**src/rtl/irb_pkg.sv**
```systemverilog
package irb_pkg;
  typedef enum logic [1:0] {
    ST_IDLE = 2'd0,
    ST_WAIT = 2'd1,
    ST_NOOP = 2'd2
  } irb_state_t;
endpackage

```
**src/rtl/irb_ctrl_reg.sv**
```systemverilog
module irb_ctrl_reg #(
  parameter int OFF_W = 5
) (
  input  logic             clk,
  input  logic             rst_n,
  input  logic             wr,
  input  logic             busy,
  input  logic             wr_dir,
  input  logic [OFF_W-1:0] wr_off,
  output logic             dir,
  output logic [OFF_W-1:0] off
);
  always_ff @(posedge clk) begin
    if (!rst_n) begin
      dir <= 1'b0;
      off <= '0;
    end else if (wr && !busy) begin
      dir <= wr_dir;
      off <= wr_off;
    end
  end


  ctrl_lock_chk: assert property (@(posedge clk) disable iff (!rst_n)
    (wr && busy) |=> ($stable(dir) && $stable(off)));
endmodule

```
**src/rtl/irb_seq.sv**
```systemverilog
module irb_seq
  import irb_pkg::*;
#(
  parameter int OFF_W   = 5,
  parameter int LIVE_HI = 20,
  parameter int HOLE    = 15
) (
  input  logic             clk,
  input  logic             rst_n,
  input  logic             start_rd,
  input  logic             start_wr,
  input  logic [OFF_W-1:0] start_off,
  input  logic             ack,
  output logic             busy,
  output logic             req,
  output logic [OFF_W-1:0] req_addr,
  output logic             req_we,
  output logic             cap
);
  irb_state_t st;

  function automatic logic is_noop(input logic [OFF_W-1:0] a);
    return (a == '0) || (int'(a) == HOLE) || (int'(a) > LIVE_HI);
  endfunction

  always_ff @(posedge clk) begin
    if (!rst_n) begin
      st       <= ST_IDLE;
      req      <= 1'b0;
      req_addr <= '0;
      req_we   <= 1'b0;
    end else begin
      req <= 1'b0;
      case (st)
        ST_IDLE: if (start_rd || start_wr) begin
          req_addr <= start_off;
          req_we   <= start_wr;
          if (is_noop(start_off)) st <= ST_NOOP;
          else begin
            st  <= ST_WAIT;
            req <= 1'b1;
          end
        end
        ST_WAIT: if (ack) st <= ST_IDLE;
        default: st <= ST_IDLE;
      endcase
    end
  end

  assign busy = (st != ST_IDLE);
  assign cap  = (st == ST_WAIT) && ack && !req_we;


  req_pulse_chk: assert property (@(posedge clk) disable iff (!rst_n)
    req |=> !req);

  req_busy_chk: assert property (@(posedge clk) disable iff (!rst_n)
    req |-> busy);

  noop_no_req_chk: assert property (@(posedge clk) disable iff (!rst_n)
    req |-> !is_noop(req_addr));

  ack_clear_chk: assert property (@(posedge clk) disable iff (!rst_n)
    (busy && !req && ack && st == ST_WAIT) |=> !busy);

  noop_one_cycle_chk: assert property (@(posedge clk) disable iff (!rst_n)
    (st == ST_NOOP) |=> !busy);
endmodule

```
**src/rtl/ind_reg_bridge.sv**
```systemverilog
module ind_reg_bridge #(
  parameter int OFF_W   = 5,
  parameter int DAT_W   = 8,
  parameter int LIVE_HI = 20,
  parameter int HOLE    = 15,
  localparam int CTRL_W = OFF_W + 3
) (
  input  logic              clk,
  input  logic              rst_n,
  input  logic              cpu_we,
  input  logic              cpu_sel,
  input  logic [DAT_W-1:0]  cpu_wdata,
  output logic [CTRL_W-1:0] cpu_ctrl_q,
  output logic [DAT_W-1:0]  cpu_data_q,
  output logic              req,
  output logic [OFF_W-1:0]  req_addr,
  output logic              req_we,
  output logic [DAT_W-1:0]  req_wdata,
  input  logic              ack,
  input  logic [DAT_W-1:0]  rdata
);
  logic             dir, busy, cap;
  logic [OFF_W-1:0] off;
  logic             ctrl_wr, data_wr, start_rd, start_wr;
  logic [OFF_W-1:0] start_off;
  logic [DAT_W-1:0] data_q;

  assign ctrl_wr   = cpu_we && !cpu_sel;
  assign data_wr   = cpu_we && cpu_sel && !busy;
  assign start_rd  = ctrl_wr && !busy && cpu_wdata[CTRL_W-1];
  assign start_wr  = data_wr && !dir;
  assign start_off = start_rd ? cpu_wdata[OFF_W-1:0] : off;

  irb_ctrl_reg #(.OFF_W(OFF_W)) u_ctrl (
    .clk(clk), .rst_n(rst_n), .wr(ctrl_wr), .busy(busy),
    .wr_dir(cpu_wdata[CTRL_W-1]), .wr_off(cpu_wdata[OFF_W-1:0]),
    .dir(dir), .off(off)
  );

  irb_seq #(.OFF_W(OFF_W), .LIVE_HI(LIVE_HI), .HOLE(HOLE)) u_seq (
    .clk(clk), .rst_n(rst_n), .start_rd(start_rd), .start_wr(start_wr),
    .start_off(start_off), .ack(ack), .busy(busy), .req(req),
    .req_addr(req_addr), .req_we(req_we), .cap(cap)
  );

  always_ff @(posedge clk) begin
    if (!rst_n)       data_q <= '0;
    else if (cap)     data_q <= rdata;
    else if (data_wr) data_q <= cpu_wdata;
  end

  assign cpu_data_q = data_q;
  assign req_wdata  = data_q;
  assign cpu_ctrl_q = {dir, busy, 1'b0, off};


  data_lock_chk: assert property (@(posedge clk) disable iff (!rst_n)
    (busy && cpu_we && cpu_sel && !cap) |=> $stable(cpu_data_q));

  rsvd_zero_chk: assert property (@(posedge clk) disable iff (!rst_n)
    cpu_ctrl_q[CTRL_W-3] == 1'b0);
endmodule

```
**config.mk**
```make
export PLATFORM = sky130hd
export DESIGN_NAME = ind_reg_bridge
export DESIGN_NICKNAME = d
export VERILOG_FILES = /design/src/rtl/irb_pkg.sv /design/src/rtl/irb_ctrl_reg.sv /design/src/rtl/irb_seq.sv /design/src/rtl/ind_reg_bridge.sv
export SDC_FILE = /design/constraint.sdc
export NUM_CORES = 1
export LEC_CHECK = 0
export BUFFER_PORTS_ARGS = -buffer_cell sky130_fd_sc_hd__buf_2
export CORE_ASPECT_RATIO = 0.5
export CORE_UTILIZATION = 40
export CTS_BUF_LIST = sky130_fd_sc_hd__clkbuf_2 sky130_fd_sc_hd__clkbuf_4 sky130_fd_sc_hd__clkbuf_8
export CTS_CLUSTER_SIZE = 8
export DETAILED_ROUTE_END_ITERATION = 16
export PLACE_DENSITY = 0.8
export SYNTH_ARGS = -nofsm -noshare
export SYNTH_HDL_FRONTEND = slang
export SYNTH_SLANG_ARGS = --single-unit
```
**constraint.sdc**
```tcl
create_clock -name clk -period 1.4 [get_ports clk]
set_input_delay 0.21 -clock clk [delete_from_list [all_inputs] [get_ports clk]]
set_output_delay 0.21 -clock clk [all_outputs]
set_load 0.005 [all_outputs]
```
After elaboration in Yosys (flattened, before gate mapping)
Cells that the tools add are included.
{ "classes": {"addsub": 0, "n_mul": 0, "n_div": 0, "magnitude_cmp": 1, "n_eq_ne": 4, "shift": 0, "n_mux": 8, "n_bitwise": 0, "reduce_logical": 22} }
{ "ops": {"columns": ["op", "count"], "rows": [
  ["8-bit two-way mux", 2],
  ["1-bit logical AND", 8],
  ["2-bit two-way mux", 3],
  ["5-bit == test (second input constant)", 1],
  ["5-bit greater-than comparator (second input constant)", 1],
  ["5-bit zero test", 1],
  ["5-bit two-way mux", 1],
  ["1-bit zero test", 4],
  ["2-bit one-hot mux with 2 select lines", 1],
  ["2-bit AND reduction", 2],
  ["2-bit nonzero test", 2],
  ["1-bit logical OR", 3],
  ["3-bit AND reduction", 1],
  ["2-bit by 1-bit == test with 1-bit output (second input constant)", 1],
  ["2-bit zero test", 1],
  ["2-bit by 1-bit != test with 1-bit output (second input constant)", 1],
  ["2-bit != test (second input constant)", 1],
  ["1-bit two-way mux", 1]
]} }
{ "word_totals": {"ff_bits": 23, "latchBits": 0, "ram_bits": 0, "romBits": 0, "output_inout_bits": 31, "wordCells": 42, "mem_count": 0} }

Depth between registers and ports, before layout
{ "depth": {"word_depth": 11, "depth_mapped": 5} }

Modules after synthesis
Synthesis repeated with hierarchy kept, for this count alone.
{ "hier_totals": {"hier_cells": 131, "area_unflattened_um2": 1187.4} }
{ "modules_own_cells": {"columns": ["module", "instances", "cells_each", "area_each_um2", "seq_area_each_um2"], "rows": [
  ["ind_reg_bridge", 1, 59, 528.0, 160.2],
  ["irb_seq", 1, 45, 401.6, 180.2],
  ["irb_ctrl_reg", 1, 27, 257.7, 120.1]
]} }

Worst setup path after synthesis
OpenSTA, ideal clock, no wires.
{ "synth_timing": {"kind": "register to register", "start": "register u_seq.st[0]", "end": "register u_seq.st[1]", "setup_time_ns": 0.119, "arrival_ns": 1.168, "required_time_ns": 1.281, "slack_ns": 0.114, "stages_incl_launch_ff": 4, "synth_period_minus_slack_ns": 1.286, "cell_sequence": "dfxtp_1 > nor4b_4 > nand2_1 > o221a_2"} }
{ "synth_via": {"elab_chain_len": 11, "word_cells_on_any_way": 21} }
{ "synth_rtl": {"columns": ["item", "line_no", "source"], "rows": [
  ["start, declared", "irb_seq.sv:20", "irb_state_t st;"],
  ["start signal, assigned", "irb_seq.sv:28", "st <= ST_IDLE;"],
  ["start signal, assigned", "irb_seq.sv:38", "if (is_noop(start_off)) st <= ST_NOOP;"],
  ["start signal, assigned", "irb_seq.sv:40", "st <= ST_WAIT;"],
  ["parallel branches: the longest is 11 deep, another holds 5-bit greater-than comparator", null, null]
]} }
Several ways; the timed one is not identified. The select of a mux whose other input is x is not followed.
A chain may end at the register's enable or synchronous reset.

Worst setup path after layout
{ "layout_timing": {"start": "register u_seq.st[1]", "end": "register u_seq.req_addr[2]"} }
{ "layout_via": {"elab_chain_len": 6, "word_cells_on_any_way": 10} }
{ "layout_rtl": {"columns": ["item", "line_no", "source"], "rows": [
  ["2-bit nonzero test", "irb_seq.sv:50", "assign busy = (st != ST_IDLE);"],
  ["1-bit zero test", "ind_reg_bridge.sv:29, ind_reg_bridge.sv:30", null],
  ["1-bit logical AND (on tied branches)", "ind_reg_bridge.sv:30, ind_reg_bridge.sv:29", null],
  ["1-bit logical AND (on tied branches)", "ind_reg_bridge.sv:30, ind_reg_bridge.sv:31", null],
  ["1-bit logical OR", "irb_seq.sv:35", "ST_IDLE: if (start_rd || start_wr) begin"],
  ["2-bit AND reduction (no source line)", null, null],
  ["end signal, assigned", "irb_seq.sv:36", "req_addr <= start_off;"],
  ["end, declared", "irb_seq.sv:16", "output logic [OFF_W-1:0] req_addr,"]
]} }
Parallel ways exist; a longest one is shown, timed or not.

==> summary.txt <==
leakage power = 0.700 nW
Max-cap violations = 0
num rows = 13
HP Class = in -> reg
non-filler cells, final = 217
post-route ant nets = 0
CP Capture Point = u_seq.req_addr[2]
peak supply drop = 0.405 mV
clock sinks = 23
critical path required time = 1.58 ns
Yosys warnings = 0
Fin. Hold Viols = 0
crit end category = register
Final Cycle Share = 0.989
drt drc = 0
Util after Layout = 0.556
layout net count = 202
grt total ovfl = 0
HPWL Detailed = 2100 um
Hold WS = 0.191 ns
# diodes = 0
commonest non-fill, non-tap cell in the layout = buf_2
setup violators final = 0
R2R cell count = 4
RSZ-0062 raised after global routing = true
Reg2Reg Capture Point = u_seq.req_addr[2]
Reg2Reg Setup Slack = 0.01 ns
most frequent cells in the layout = buf_2 (50), dfxtp_1 (22), nand2_1 (17)
Post-Syn Instances = 136
Worst Setup SP = u_seq.st[1]
Routed WL per cell = 13.7 um
H-tree depth = 1
crit start category = register
Final Critical Period = 1.39 ns
Net Count, Synth = 157
number of I/O pins = 52
Initial DRT Pass Iterations = 4
CTS tree = built
Root Buffer = clkbuf_8
Crit Path Category = reg -> reg
Via density = 5.29
Cell Area, Synth = 1180 um2
Max Slew Vio Count = 0
1st-iter DRT viols = 57
status = completed
largest net degree at the start of global routing = 19
CORE AREA = 2700 um2
fmax = 722 MHz
post-synthesis sequential area ratio = 0.390
crit path DAT = 1.57 ns
vias in the first global route = 916
DP Area = 1390 um2
CTS buffer count = 3
final setup TNS = 0 ns
layout cells sized above 1 = 0.406
die area = 3180 um2
power density over the cells = 1000 nW/um2
via count = 1147
GRT Total Usage = 0.182
clk_skew = 0.00637 ns
hold_buf cts = 0
die span in x = 78.8 um
Initial Util = 0.437
Avg Cell Area, Syn = 8.68 um2
IO buf count = 50
Die Ht = 40.4 um
worst skew pair latency = 0.27 ns
GPL Wtd Cong = 0.786
Yosys cell types = 33
post-route cell area = 1500 um2
Post-Route WL = 2970 um
initial antenna violation count = 0
Seq cells post-synth = 23
P&R area growth vs syn = 27.1%
crit-path max FO = 6
clock buffer depth = 2
reg2reg start = u_seq.st[1]
dpl cells = 210
first-pass GRT wire length = 4280 um
Clock transition at path regs = 0.08 ns
==> logic make-up (layout without fill, tap and decap cells) <==
group | after synthesis | count (layout) | synth area share
other | 1 | 1 | 0.00318
AOI/OAI and AO/OA | 30 | 30 | 0.177
and+or+nand+nor | 57 | 57 | 0.267
buffers and inverters | 18 | 62 | 0.103
muxes | 7 | 7 | 0.0594
DFF | 23 | 23 | 0.390
==> through the flow <==
step	setup slack [ns]	total power, W
3_3_place_gp	0.0602	0.00106
5_1_grt	-0.0414	0.00159
2_1_floorplan	0.114	0.000967
4_1_cts	0.0106	0.00149
6_report	0.0148	0.00150
3_5_place_dp	-0.00470	0.00107
==> synthesized netlist by cell type (all sizes together) <==
| cell | count | share of area |
|---|---|---|
| a21o | 1 | 0.0064 |
| a21oi | 10 | 0.042 |
| a22oi | 8 | 0.051 |
| a311oi | 5 | 0.037 |
| a31oi | 1 | 0.0053 |
| and2 | 1 | 0.0053 |
| and3 | 1 | 0.0053 |
| and4 | 1 | 0.0074 |
| and4b | 1 | 0.0085 |
| and4bb | 1 | 0.011 |
| buf | 14 | 0.090 |
| clkbuf | 3 | 0.0095 |
| clkinv | 1 | 0.0032 |
| conb | 1 | 0.0032 |
| dfxtp | 23 | 0.39 |
| mux2i | 7 | 0.059 |
| nand2 | 18 | 0.057 |
| nand2b | 1 | 0.0053 |
| nand3 | 8 | 0.034 |
| nand3b | 3 | 0.019 |
| nor2 | 14 | 0.051 |
| nor2b | 2 | 0.011 |
| nor3 | 2 | 0.0085 |
| nor3b | 1 | 0.011 |
| nor4b | 1 | 0.020 |
| nor4bb | 1 | 0.0085 |
| o211a | 2 | 0.017 |
| o21ai | 2 | 0.0085 |
| o221a | 1 | 0.0095 |
| or2 | 1 | 0.0053 |
==> sequential cells by signal (all words and copies together), names as in the netlist <==
name	flops
u_seq.req	1
u_ctrl.dir	1
cpu_data_q	8
u_seq.st	2
u_seq.req_addr	5
u_ctrl.off	5
u_seq.req_we	1
==> where the power goes <==
| group | total (W) | internal, W | switching, W |
|---|---|---|---|
| logic | 0.000345 | 0.000170 | 0.000175 |
| registers | 0.000749 | 0.000704 | 0.0000445 |
| clock network | 0.000411 | 0.000199 | 0.000212 |
| total | 0.00150 | 0.00107 | 0.000431 |
==> timing repair <==
item                       in CTS  in global routing
buffers inserted                0                  2
cloned                          0                  1
pin swaps                       0                  4
setup endpoints to repair       4                  9
gates resized for setup         2                 11
==> worst min path at each step <==
stage,start,end,cells after the start
6_report,rdata[5],cpu_data_q[5],2
5_1_grt,rdata[5],cpu_data_q[5],2
4_1_cts,rdata[5],cpu_data_q[5],2
3_5_place_dp,cpu_data_q[1],cpu_data_q[1],2
3_3_place_gp,rdata[5],cpu_data_q[5],2
2_1_floorplan,rst_n,cpu_data_q[5],1
==> cell type report <==
cell class              count  area, um2
inverters                   1       3.75
flip-flops and latches     23        464
fillers                   248       1200
clock buffers               3       41.3
repair buffers             57        310
clock inverters             1       5.00
multi-input cells          95        629
well taps                  37       46.3
==> critical path: stages (launching register included) <==
cell and delay, ns:
dfxtp_4 0.38, nor4b_4 0.37, buf_6 0.18, nand3_2 0.08
a311oi_2 0.29
==> routing by layer <==
metal / wire [um] / part of all wire / vias to the layer above / track usage
met2: 1420 / 0.48 / 36 / 0.293
li1: - / - / 564 / -
met3: 133 / 0.045 / 0 / 0.0477
met4: 0 / 0 / 0 / 0.0509
met1: 1420 / 0.48 / 547 / 0.246
met5: 0 / 0 / - / 0
No activity file was read; power rests on OpenSTA's default activity.
